## config.mk

```make
export PLATFORM = sky130hd
export DESIGN_NAME = stack_seq
export DESIGN_NICKNAME = d
export VERILOG_FILES = /design/src/rtl/stack_seq.sv
export SDC_FILE = /design/constraint.sdc
export NUM_CORES = 1
export LEC_CHECK = 0
export BUFFER_PORTS_ARGS = -buffer_cell sky130_fd_sc_hd__clkbuf_2
export CORE_MARGIN = 2
export CORE_UTILIZATION = 40
export CTS_CLUSTER_SIZE = 28
export DETAILED_ROUTE_END_ITERATION = 16
export PLACE_DENSITY = 0.75
export REMOVE_ABC_BUFFERS = 1
export SKIP_LAST_GASP = 1
export SLEW_MARGIN = 20
export SYNTH_ARGS = -nofsm -noshare
export SYNTH_HDL_FRONTEND = slang
export SYNTH_SLANG_ARGS = --single-unit
```

## constraint.sdc

```tcl
create_clock -name clk -period 2.7 [get_ports clk]
set_input_delay 0 -clock clk [delete_from_list [all_inputs] [get_ports clk]]
set_output_delay 0 -clock clk [all_outputs]
set_load 0.01 [all_outputs]
```

## src/rtl/stack_seq.sv

```systemverilog
module stack_seq #(
  parameter logic [7:0]  PAGE    = 8'h01,
  parameter logic [7:0]  SP_INIT = 8'hFD,
  parameter logic [15:0] VEC     = 16'hFFFC
) (
  input  logic        clk,
  input  logic        rst_n,
  input  logic        cmd_valid,
  input  logic [2:0]  cmd,
  input  logic [15:0] wdata,
  input  logic [7:0]  status_in,
  input  logic [7:0]  mem_rdata,
  output logic [15:0] mem_addr,
  output logic        mem_we,
  output logic        mem_re,
  output logic [7:0]  mem_wdata,
  output logic [7:0]  sp,
  output logic [15:0] pc_out,
  output logic [7:0]  status_out,
  output logic [7:0]  pull_data,
  output logic        busy,
  output logic        done
);
  localparam logic [2:0] C_PUSHB = 3'd0, C_PULLB = 3'd1, C_PUSHW = 3'd2, C_PULLW = 3'd3,
                         C_SAVE  = 3'd4, C_REST  = 3'd5, C_VECT  = 3'd6, C_NONE  = 3'd7;

  logic [2:0]  op;
  logic [1:0]  idx, cap_idx, nacc;
  logic        cap_v, rd_op, act, last, fin;
  logic [15:0] wd_q;
  logic [7:0]  st_q;

  always_comb begin
    case (op)
      C_PUSHB, C_PULLB:         nacc = 2'd1;
      C_PUSHW, C_PULLW, C_VECT: nacc = 2'd2;
      C_SAVE, C_REST:           nacc = 2'd3;
      default:                  nacc = 2'd0;
    endcase
  end

  assign rd_op = (op == C_PULLB) || (op == C_PULLW) || (op == C_REST) || (op == C_VECT);
  assign act   = busy && (idx < nacc);
  assign last  = idx == nacc - 2'd1;
  assign fin   = rd_op ? (cap_v && cap_idx == nacc - 2'd1) : (act && last);

  assign mem_addr = (op == C_VECT) ? VEC + {14'd0, idx} : {PAGE, rd_op ? sp + 8'd1 : sp};
  assign mem_we   = act && !rd_op;
  assign mem_re   = act && rd_op;

  always_comb begin
    case (op)
      C_PUSHB: mem_wdata = wd_q[7:0];
      C_PUSHW: mem_wdata = (idx == 2'd0) ? wd_q[15:8] : wd_q[7:0];
      C_SAVE:  mem_wdata = (idx == 2'd0) ? wd_q[15:8] :
                           (idx == 2'd1) ? wd_q[7:0] : (st_q | 8'h30);
      default: mem_wdata = 8'h00;
    endcase
  end

  always_ff @(posedge clk) begin
    if (!rst_n) begin
      sp         <= SP_INIT;
      busy       <= 1'b1;
      op         <= C_VECT;
      idx        <= 2'd0;
      cap_v      <= 1'b0;
      cap_idx    <= 2'd0;
      done       <= 1'b0;
      pc_out     <= 16'h0000;
      status_out <= 8'h00;
      pull_data  <= 8'h00;
      wd_q       <= 16'h0000;
      st_q       <= 8'h00;
    end else begin
      done    <= fin;
      cap_v   <= mem_re;
      cap_idx <= idx;
      if (!busy) begin
        if (cmd_valid && cmd != C_NONE) begin
          busy <= 1'b1;
          op   <= cmd;
          idx  <= 2'd0;
          wd_q <= wdata;
          st_q <= status_in;
          if (cmd == C_VECT) sp <= SP_INIT;
        end
      end else begin
        if (act) begin
          idx <= idx + 2'd1;
          if (op != C_VECT) sp <= rd_op ? sp + 8'd1 : sp - 8'd1;
        end
        if (cap_v) begin
          case (op)
            C_PULLB: pull_data <= mem_rdata;
            C_PULLW, C_VECT:
              if (cap_idx == 2'd0) pc_out[7:0] <= mem_rdata;
              else                 pc_out[15:8] <= mem_rdata;
            C_REST:
              if (cap_idx == 2'd0)      status_out <= {mem_rdata[7:6], 2'b10, mem_rdata[3:0]};
              else if (cap_idx == 2'd1) pc_out[7:0] <= mem_rdata;
              else                      pc_out[15:8] <= mem_rdata;
            default: ;
          endcase
        end
        if (fin) busy <= 1'b0;
      end
    end
  end
endmodule

```

* Word level (Yosys, flattened, before mapping) *
Cells that the tools add are included.

storage, ports and cells
  flip-flop bits (word level) = 73
  output and inout port bits = 68
  word-level logic and storage cells = 93
  input bits = 38

cells by class
  $lt $le $gt $ge = 1
  $add $sub $neg = 5
  reduce and logical (&&, ||, !) cells = 27
  mux-type cells = 26
  bitwise gates (word level) = 1
  equal/unequal tests = 20

operator list
  kind                                                                    count
  8-bit two-way mux                                                       14
  16-bit two-way mux                                                      2
  16-bit one-hot mux with 2 select lines                                  1
  8-bit one-hot mux with 3 select lines                                   1
  3-bit equality test (second input constant)                             4
  6-bit AND reduction                                                     2
  8-bit by 1-bit adder with 8-bit output (second input constant)          1
  2-bit != test (second input constant)                                   4
  4-bit AND reduction                                                     2
  8-bit by 1-bit subtractor with 8-bit output (second input constant)     1
  3-bit by 2-bit equality test with 1-bit output (second input constant)  2
  1-bit logical AND                                                       6
  2-bit two-way mux                                                       3
  2-bit by 1-bit != test with 1-bit output (second input constant)        3
  3-bit != test (second input constant)                                   2
  2-bit one-hot mux with 3 select lines                                   1
  2-bit nonzero test                                                      3
  2-bit OR reduction                                                      3
  3-bit by 3-bit adder with 4-bit output (first input constant)           1
  2-bit by 1-bit equality test with 1-bit output (second input constant)  2
  2-bit equality test                                                     2
  2-bit logical NOT                                                       2
  1-bit two-way mux                                                       4
  2-bit AND reduction                                                     2
  10 further kinds                                                        12

* Logic depth before layout (Yosys ltp) *
Gate-level depths: netlist (run 1).

  word-level depth = 9
  mapped depth = 11
  gate-level depth less buffers = 7

* Worst setup path before layout (run 1) *
Ideal clock, no wire load.

  path kind = reg-to-reg
  start point = reg op[2]
  end point = reg busy
  data required time = 2.584 ns
  clock period less this slack = 2.185 ns
  cell stages (with the launch flop) = 10
  setup time = 0.116 ns
  slack = 0.515 ns
  arrival = 2.069 ns
  path buffers = 2
  path through = dfxtp_1 buf_2 buf_4 nand3_1 o21ai_0 ha_1 nand2b_1 nand4_2 or4b_1 a41o_1

on the way
  word-level cells in the longest chain between the ends = 9
  elaborated cells between the ends (all ways) = 24
  classes of those cells = add/sub (1); order compare (1); eq/ne (8); mux (4); reduce/logical (10)

ends and longest elaborated chain
  item                                                                                              line        RTL
  start: declaration                                                                                27          logic [2:0] op;
  start signal: assignment                                                                          82          op <= cmd;
  3-bit by 2-bit equality test with 1-bit output (tied with other cells)                            34, 42
  3-bit OR reduction / 2-bit OR reduction (equally long branches)                                   34          case (op)
  2-bit one-hot mux with 3 select lines                                                             34
  2-bit by 1-bit subtractor with 2-bit output / 2-bit less-than comparator (equally long branches)  44, 45, 43
  2-bit equality test (tied with other cells)                                                       44          assign last = idx == nacc - 2'd1;
  1-bit logical AND                                                                                 45          assign fin = rd_op ? (cap_v && cap_idx == nacc - 2'd1) : (act && last);
  1-bit two-way mux (*)                                                                             45
  1-bit two-way mux (*)                                                                             106         if (fin) busy <= 1'b0;
  1-bit two-way mux (*)                                                                             79          if (!busy) begin
  end signal: assignment                                                                            64          busy <= 1'b1;
  end signal: assignment                                                                            81          busy <= 1'b1;
  end signal: assignment                                                                            106
  end: declaration                                                                                  21          output logic busy,

Every way passes the cells marked *; elsewhere a longest branch is shown, timed or not.
A chain may end at the register's enable or synchronous reset.

* Worst setup path in the final report (run 1) *
Same ends and word-level chain as after synthesis.

==> results of run 1 <==
==> where the power goes <==
part	leakage [nW]	total, mW	internal (mW)	switching [mW]
registers	0.576	1.33	1.17	0.156
logic	1.37	1.08	0.442	0.639
clock network	0.110	0.948	0.546	0.402
total	2.05	3.36	2.16	1.20
==> state kept, by name (all words and copies together), names as in the netlist, 3 cells and up <==
signal / flops
pull_data: 8
wd_q: 16
pc_out: 16
op: 3
sp: 8
status_out: 7
st_q: 6
==> Yosys cell counts (3+ instances only) <==
library cell  number  area (um2)
a211oi_1           5        37.5
a21o_1             8        60.1
a21oi_1           42         210
a22o_1             6        52.6
a31oi_1            3        18.8
and3b_1            3        26.3
buf_2              9        45.0
buf_4              9        67.6
clkbuf_1          18        67.6
dfxtp_1           71        1420
ha_1               6        75.1
inv_1             10        37.5
mux2i_1           23         230
nand2_1           81         304
nand2b_1           5        31.3
nand3_1           20         100
nand3b_1           4        30.0
nand4_1            6        37.5
nand4b_1           3        26.3
nor2_1            31         116
nor2b_1            5        31.3
nor3_1             5        25.0
o211ai_1           3        22.5
o21a_1             3        22.5
o21ai_1           14        70.1
or3_1              3        18.8
xnor2_1            8        70.1
==> final cells by class <==
type | instances | area (um2) | share of cell area
Clock buffer | 11 | 141 | 0.0299
Tap cell | 108 | 135 | 0.0286
Inverter | 11 | 41.3 | 0.00874
Clock inverter | 5 | 81.3 | 0.0172
Sequential cell | 71 | 1420 | 0.301
Multi-Input combinational cell | 325 | 1960 | 0.416
Timing Repair Buffer | 148 | 941 | 0.199
==> what timing repair did <==
action                    4_1_cts  5_1_grt
hold buffers                   33        0
hold endpoints to repair       55        0
buffers inserted                0        0
==> routing by layer <==
layer	routed length, um	GRT usage	vias to the layer above
li1	-	-	1787
met5	0	0	-
met4	128	0.0695	0
met1	4340	0.249	1680
met2	4760	0.333	114
met3	536	0.0379	15
==> logic make-up (layout without fill, tap and decap cells) <==
| group | count (synthesis) | count (layout) | share of synthesized area |
|---|---|---|---|
| other | 2 | 2 | 0.00207 |
| buffers and inverters | 50 | 175 | 0.0664 |
| muxes | 23 | 23 | 0.0636 |
| xor gates and xnor gates | 9 | 9 | 0.0218 |
| AOI/OAI and AO/OA | 105 | 105 | 0.191 |
| adders and majority gates | 7 | 7 | 0.0235 |
| DFF | 71 | 71 | 0.393 |
| and+or+nand+nor | 179 | 179 | 0.239 |
==> worst min-delay path, stage by stage <==
cell      delay (ns)
clkbuf_2        0.09
clkinv_1        0.14
a21oi_1         0.07
o211ai_1        0.07
==> metrics by stage <==
step / util / area [um2] / hold WS [ns] / std cells / power (mW)
floorplan: - / 3420 / 0.0711 / 407 / 2.00
global placement: 0.476 / 4170 / 0.223 / 630 / 2.36
detailed placement: 0.476 / 4170 / 0.228 / 630 / 2.40
CTS: 0.539 / 4720 / 0.0582 / 679 / 3.38
global route: 0.539 / 4720 / 0.0825 / 679 / 3.55
finish: 0.539 / 4720 / 0.0770 / 679 / 3.36
==> path summary, 6_finish.rpt <==
| path | startpoint | end | slack [ns] | cells after the start |
|---|---|---|---|---|
| max reg2reg | op[2] | busy | 0.50 | 7 |
| min | rst_n | sp[6] | 0.08 | 4 |
| max | op[2] | busy | 0.50 | 7 |
| min reg2reg | status_out[5] | status_out[5] | 0.44 | 2 |
==> impl_metrics.ini, run 1 <==
[run_status]
status = finished, final reports clean

[critical_path]
slowest_stage = or4b_1
path_delay_family = simple AND/OR/NAND/NOR gates
critPathKind = flip-flop to flip-flop
slowest_delay_ns = 0.52
path_buf_inv = 0
path_cells = nand3_1 > o21ai_0 > ha_1 > nand2b_1 > nand4_2 > or4b_1 > a41o_1
required_ns = 2.93
arrival_ns = 2.43
path_max_fanout = 9
cp-start-kind = flip-flop
cp-end-kind = flip-flop

[global_route]
grt_first_pass_wirelength_um = 15800
grt_pass1_vias = 3375
grt_max_degree = 32
gr-total-overflow = 0
grt.total_usage = 0.196
antenna_found_initial = 0

[layout]
n_antenna_cell = 0
layout.nets = 610
final_common_cell = clkbuf_2
syn_to_final_growth_pct = 30.5
layout_common_cells = 101 x clkbuf_2, 81 x nand2_1, 71 x dfxtp_1, 42 x a21oi_1, 33 x dlygate4sd3_1
drive_gt1_frac = 0.249
num-fill-cells = 822

[route]
wl_per_cell_um = 14.4
ant_nets = 0
routed_wl_um = 9760
via_per_inst = 5.30
drt_iter0_markers = 161
vias = 3596
drc_errors = 0
drtPass1Iterations = 4

[yosys]
synth.distinct_cells = 63
syn_inst = 446
async_flop_share = 0
synth-seq-cells = 71
synth_edf_count = 0
synth_area_um2 = 3620
syn_avg_cell_area_um2 = 8.12
synth-main-ff-cell = dfxtp_1
synth_warnings = 0
synth-seq-area-share = 0.393

[clocking]
cts.sinks = 71
post_cts_resized = 0
cts_tree = yes
cts_max_level = 3
clkTransAtPathRegs_ns = 0.08
insertion_delay_ns = 0.33
clock_tree.buffer_depth = 2
cts-buffers-inserted = 9
cts_root_buf = clkbuf_8

[sta]
clock.fmax_mhz = 454
min_period_over_period = 0.815
hold_viol = 0
slew_headroom = 0.388
worst_pin_slew_ns = 0.918
clock_skew_ns = 0.00768
setup_viol = 0
rsz0062_at_grt = no
fin_tns_setup_ns = 0
worst_slack_ns = 0.500
slew_violations = 0
fin_crit_ns = 2.20

[run]
cap_violations = 0

[floorplan]
start_util = 0.413
core.rowCount = 34
die_w_um = 99.1
coreArea_um2 = 8760
io_pins = 106
die_y_um = 99.1
fp.dieArea_um2 = 9830

[place]
dp_slack_ns = 0.531
hpwl_um = 6480
io_buffers = 101
gp_congestion = 0.879

[pwr]
p_leak_nw = 2.05
p_per_area_nw_per_um2 = 711
ir_worst_vdd_mv = 0.264

[hold_path]
hold_class = primary input to flip-flop
(Power assumes the default switching activity.)
==> run 2, diff against run 1 <==
==> constraint.sdc (replaced) <==
create_clock -name clk -period 2.1 [get_ports clk]
set_input_delay 0 -clock clk [delete_from_list [all_inputs] [get_ports clk]]
set_output_delay 0 -clock clk [all_outputs]
set_load 0.01 [all_outputs]
==> run 2 against run 1 <==
Effect of this change: die area did not move; utilization rose by 1.5 points; sequential power rose by 27%; largest power group unchanged; clock-buffer cell count did not move; non-clock buffer count rose by 13; clock power rose by 30%; sequential share of layout area fell by 0.81 points; critical path depth did not move; worst setup slack got worse by 0.40 ns; first-iteration DRC count rose by 40%.
==> impl_metrics.ini, run 2 (synthesis gave the netlist of run 1 again) <==
[run_status]
status = finished, final reports clean

[clocking]
clock_tree.buffer_depth = 2
cts_max_level = 3
cts.sinks = 71
cts_tree = yes
clkTransAtPathRegs_ns = 0.07
cts-buffers-inserted = 9
insertion_delay_ns = 0.33
cts_root_buf = clkbuf_8

[route]
ant_nets = 0
via_per_inst = 5.24
drc_errors = 0
drt_iter0_markers = 225
routed_wl_um = 10000
wl_per_cell_um = 14.5
drtPass1Iterations = 5
vias = 3628

[place]
hpwl_um = 6910
placed_cell_area_um2 = 4260
gp_congestion = 0.884
io_buffers = 101
place_inst = 642
dp_slack_ns = 0.110

[layout]
fin_cells = 692
drive_gt1_frac = 0.272
final_common_cell = clkbuf_2
finish.utilization = 0.555
num-fill-cells = 787
reg_top3 = pc_out x16, wd_q x16
syn_to_final_growth_pct = 34.3
layout.nets = 623
design_area_um2 = 4860
layout_common_cells = 101 x clkbuf_2, 81 x nand2_1, 70 x dfxtp_1, 41 x a21oi_1, 33 x dlygate4sd3_1
n_antenna_cell = 0

[sta]
fin_crit_ns = 2.00
min_period_over_period = 0.951
rsz0062_at_grt = yes
slew_headroom = 0.558
worst_pin_slew_ns = 0.657
worst_slack_ns = 0.103
setup_viol = 0
clock_skew_ns = 0.00876
hold_viol = 0
clock.fmax_mhz = 501
slew_violations = 0

[global_route]
grt_pass1_vias = 3505
grt.total_usage = 0.205
antenna_found_initial = 0
grt_first_pass_wirelength_um = 16600
grt_max_degree = 27
gr-total-overflow = 0

[critical_path]
slowest_stage = or4b_1
cp-end-kind = flip-flop
slowest_delay_ns = 0.52
critPathKind = flip-flop to flip-flop
path_buf_inv = 0
r2r_start = op[1]
arrival_ns = 2.23
required_ns = 2.33
path_cells = nand3_1 > o21ai_0 > ha_1 > nand2b_1 > nand4_2 > or4b_1 > a41o_1
cp-start-kind = flip-flop
startpoint = op[1]
path_max_fanout = 5
path_delay_family = simple AND/OR/NAND/NOR gates

[floorplan]
die_y_um = 99.1
core.rowCount = 34
start_util = 0.413
io_pins = 106
fp.dieArea_um2 = 9830
die_w_um = 99.1
coreArea_um2 = 8760

[hold_path]
hold_class = primary input to flip-flop
hp-start = rst_n

[pwr]
total_power_mw = 4.44
p_per_area_nw_per_um2 = 914
ir_worst_vdd_mv = 0.330
p_leak_nw = 2.12

[run]
cap_violations = 0
run 2: per-stage QoR:
stage / setup TNS (ns) / hold slack [ns]
global placement: 0 / 0.223
floorplan: -1.11 / 0.0711
CTS: 0 / 0.134
global route: -0.0184 / 0.188
finish: 0 / 0.160
detailed placement: 0 / 0.232
run 2: path summary, 6_finish.rpt:
| kind | slack (ns) | cells past startpoint | endpoint |
|---|---|---|---|
| worst max-delay path | 0.10 | 7 | busy |
| worst min-delay path | 0.16 | 3 | pc_out[4] |
| worst max register to register | 0.10 | 7 | busy |
| worst min register to register | 0.45 | 2 | status_out[5] |
run 2: timing repair:
item	CTS	global route
hold buffers	33	0
setup buffers	0	1
endpoints found under the setup margin	6	11
hold endpoints to repair	55	0
resized for setup	1	5
cloned	0	0
run 2: area by class of cell:
cell class / instances / area, um2 / area share
Multi-Input combinational cell: 325 / 1990 / 0.410
Sequential cell: 71 / 1420 / 0.293
Timing Repair Buffer: 161 / 1040 / 0.214
Clock buffer: 11 / 151 / 0.0312
Tap cell: 108 / 135 / 0.0278
Clock inverter: 5 / 80.1 / 0.0165
Inverter: 11 / 41.3 / 0.00850
run 2: tightest hold or removal path, cell delays in order:
cell and delay, ns:
clkbuf_2 0.25, nand2_1 0.14, mux2i_1 0.06
run 2: layer usage:
metal,part of all wire,GRT usage,up-vias
met4,0.0031,0.0474,0
met5,0,0,-
li1,-,-,1815
met1,0.44,0.256,1692
met2,0.51,0.359,115
met3,0.049,0.0506,6
run 2: power breakdown:
| part | switching (mW) | internal [mW] |
|---|---|---|
| logic | 0.872 | 0.654 |
| registers | 0.177 | 1.51 |
| clock network | 0.496 | 0.731 |
| total | 1.55 | 2.90 |
==> run 3, diff against run 2 <==
--- a/config.mk
+++ b/config.mk
@@ -11,6 +11,7 @@
 export CTS_CLUSTER_SIZE = 28
 export DETAILED_ROUTE_END_ITERATION = 16
 export PLACE_DENSITY = 0.75
+export RECOVER_POWER = 50
 export REMOVE_ABC_BUFFERS = 1
 export SKIP_LAST_GASP = 1
 export SLEW_MARGIN = 20
==> run 3 against run 2 <==
Effect of this change: final area fell by 1.3%; first-iteration DRC count rose by 16%; critical path depth did not move; non-clock buffer count did not move; clock power barely moved; combinational power fell by 3%; power fell by 0.68%; flip-flop and latch count did not move; clock skew barely moved; cell count did not move; highest routed layer unchanged.
==> impl_metrics.ini, run 3 (synthesis gave the netlist of run 1 again) <==
[layout]
drive_gt1_frac = 0.202
layout.nets = 623
syn_to_final_growth_pct = 32.5
final_common_cell = nand2_1
n_antenna_cell = 0
num-fill-cells = 818
finish.utilization = 0.547
fin_cells = 692
layout_common_cells = 81 x nand2_1, 70 x dfxtp_1, 65 x clkbuf_2, 41 x a21oi_1, 41 x clkbuf_1
design_area_um2 = 4800
reg_top3 = pc_out x16, wd_q x16

[route]
drc_errors = 0
wl_per_cell_um = 14.6
drt_iter0_markers = 260
via_per_inst = 5.26
ant_nets = 0
vias = 3641
top_layer_used = met4
drtPass1Iterations = 4
wl_met1_um = 4410
wl_met2_um = 5160
wl_met3_um = 479
routed_wl_um = 10100

[sta]
rsz0062_at_grt = yes
worst_pin_slew_ns = 0.785
hold_viol = 0
fin_hold_ws_ns = 0.161
fin_crit_ns = 1.99
clock.fmax_mhz = 501
setup_viol = 0
fin_tns_setup_ns = 0
min_period_over_period = 0.950
slew_violations = 0
worst_slack_ns = 0.106
clock_skew_ns = 0.00863
slew_headroom = 0.477

[clocking]
cts.sinks = 71
clkTransAtPathRegs_ns = 0.08
clock_tree.buffer_depth = 2
cts_tree = yes
cts-buffers-inserted = 9
cts_max_level = 3
cts_root_buf = clkbuf_8
insertion_delay_ns = 0.34

[place]
placed_cell_area_um2 = 4260
dp_slack_ns = 0.110
gp_congestion = 0.884
io_buffers = 101
place_inst = 642
hpwl_um = 6910

[floorplan]
io_pins = 106
coreArea_um2 = 8760
die_w_um = 99.1
fp.dieArea_um2 = 9830
core.rowCount = 34
die_y_um = 99.1
start_util = 0.413

[pwr]
ir_worst_vdd_mv = 0.335
p_per_area_nw_per_um2 = 920
total_power_mw = 4.41
p_leak_nw = 1.98

[global_route]
antenna_found_initial = 0
grt.total_usage = 0.205
gr-total-overflow = 0
grt_pass1_vias = 3505
grt_max_degree = 27
grt_first_pass_wirelength_um = 16600

[critical_path]
slowest_stage = or4b_1
path_cells = nand3_1 > o21ai_0 > ha_1 > nand2b_1 > nand4_2 > or4b_1 > a41o_1
cp-start-kind = flip-flop
required_ns = 2.33
cp-end-kind = flip-flop
critPathKind = flip-flop to flip-flop
path_max_fanout = 5
reg2regPathDepth = 7
arrival_ns = 2.23
slowest_delay_ns = 0.52

[run]
cap_violations = 0

[hold_path]
hold_class = primary input to flip-flop
hold_path_depth = 4

[run_status]
status = finished, final reports clean
## run 3: changes by cell type in the layout (fill, tap and decap cells not counted), sizes merged
cell,change
buf,-5
clkbuf,+5
## run 3: worst paths after layout
| kind | from | end | slack (ns) |
|---|---|---|---|
| max | op[1] | busy | 0.11 |
| min | cmd_valid | op[2] | 0.16 |
| max reg2reg | op[1] | busy | 0.11 |
| min reg2reg | status_out[5] | status_out[5] | 0.45 |
## run 3: layer usage
metal / track usage / vias up
met4: 0.0474 / 0
met2: 0.359 / 97
met5: 0 / -
met3: 0.0506 / 8
li1: - / 1824
met1: 0.256 / 1712
## run 3: area by class of cell
| cell class | count | area, um2 | area share |
|---|---|---|---|
| flip-flops and latches | 71 | 1420 | 0.297 |
| multi-input cells | 325 | 1990 | 0.415 |
| well taps | 108 | 135 | 0.0282 |
| repair buffers | 161 | 975 | 0.203 |
| clock buffers | 11 | 151 | 0.0316 |
| clock inverters | 5 | 80.1 | 0.0167 |
| inverters | 11 | 41.3 | 0.00861 |
## run 3: critical path, delay by kind of cell, from the launching register on
kind	cells	cell delay, ns
flip-flops	1	0.40
adder cells (fa/ha/maj)	1	0.26
AO/OA/AOI/OAI	2	0.35
AND/OR/NAND/NOR	4	0.88
## run 3: repair_timing
item	CTS	global route
hold buffers	33	0
gates cloned	0	0
buffers inserted	0	1
resized for setup	1	5
setup endpoints to repair	6	11
hold endpoints to repair	55	0
## run 3: where the power goes
group | switching [mW] | internal (mW) | total (mW)
clock network | 0.503 | 0.731 | 1.23
logic | 0.872 | 0.619 | 1.49
registers | 0.176 | 1.51 | 1.69
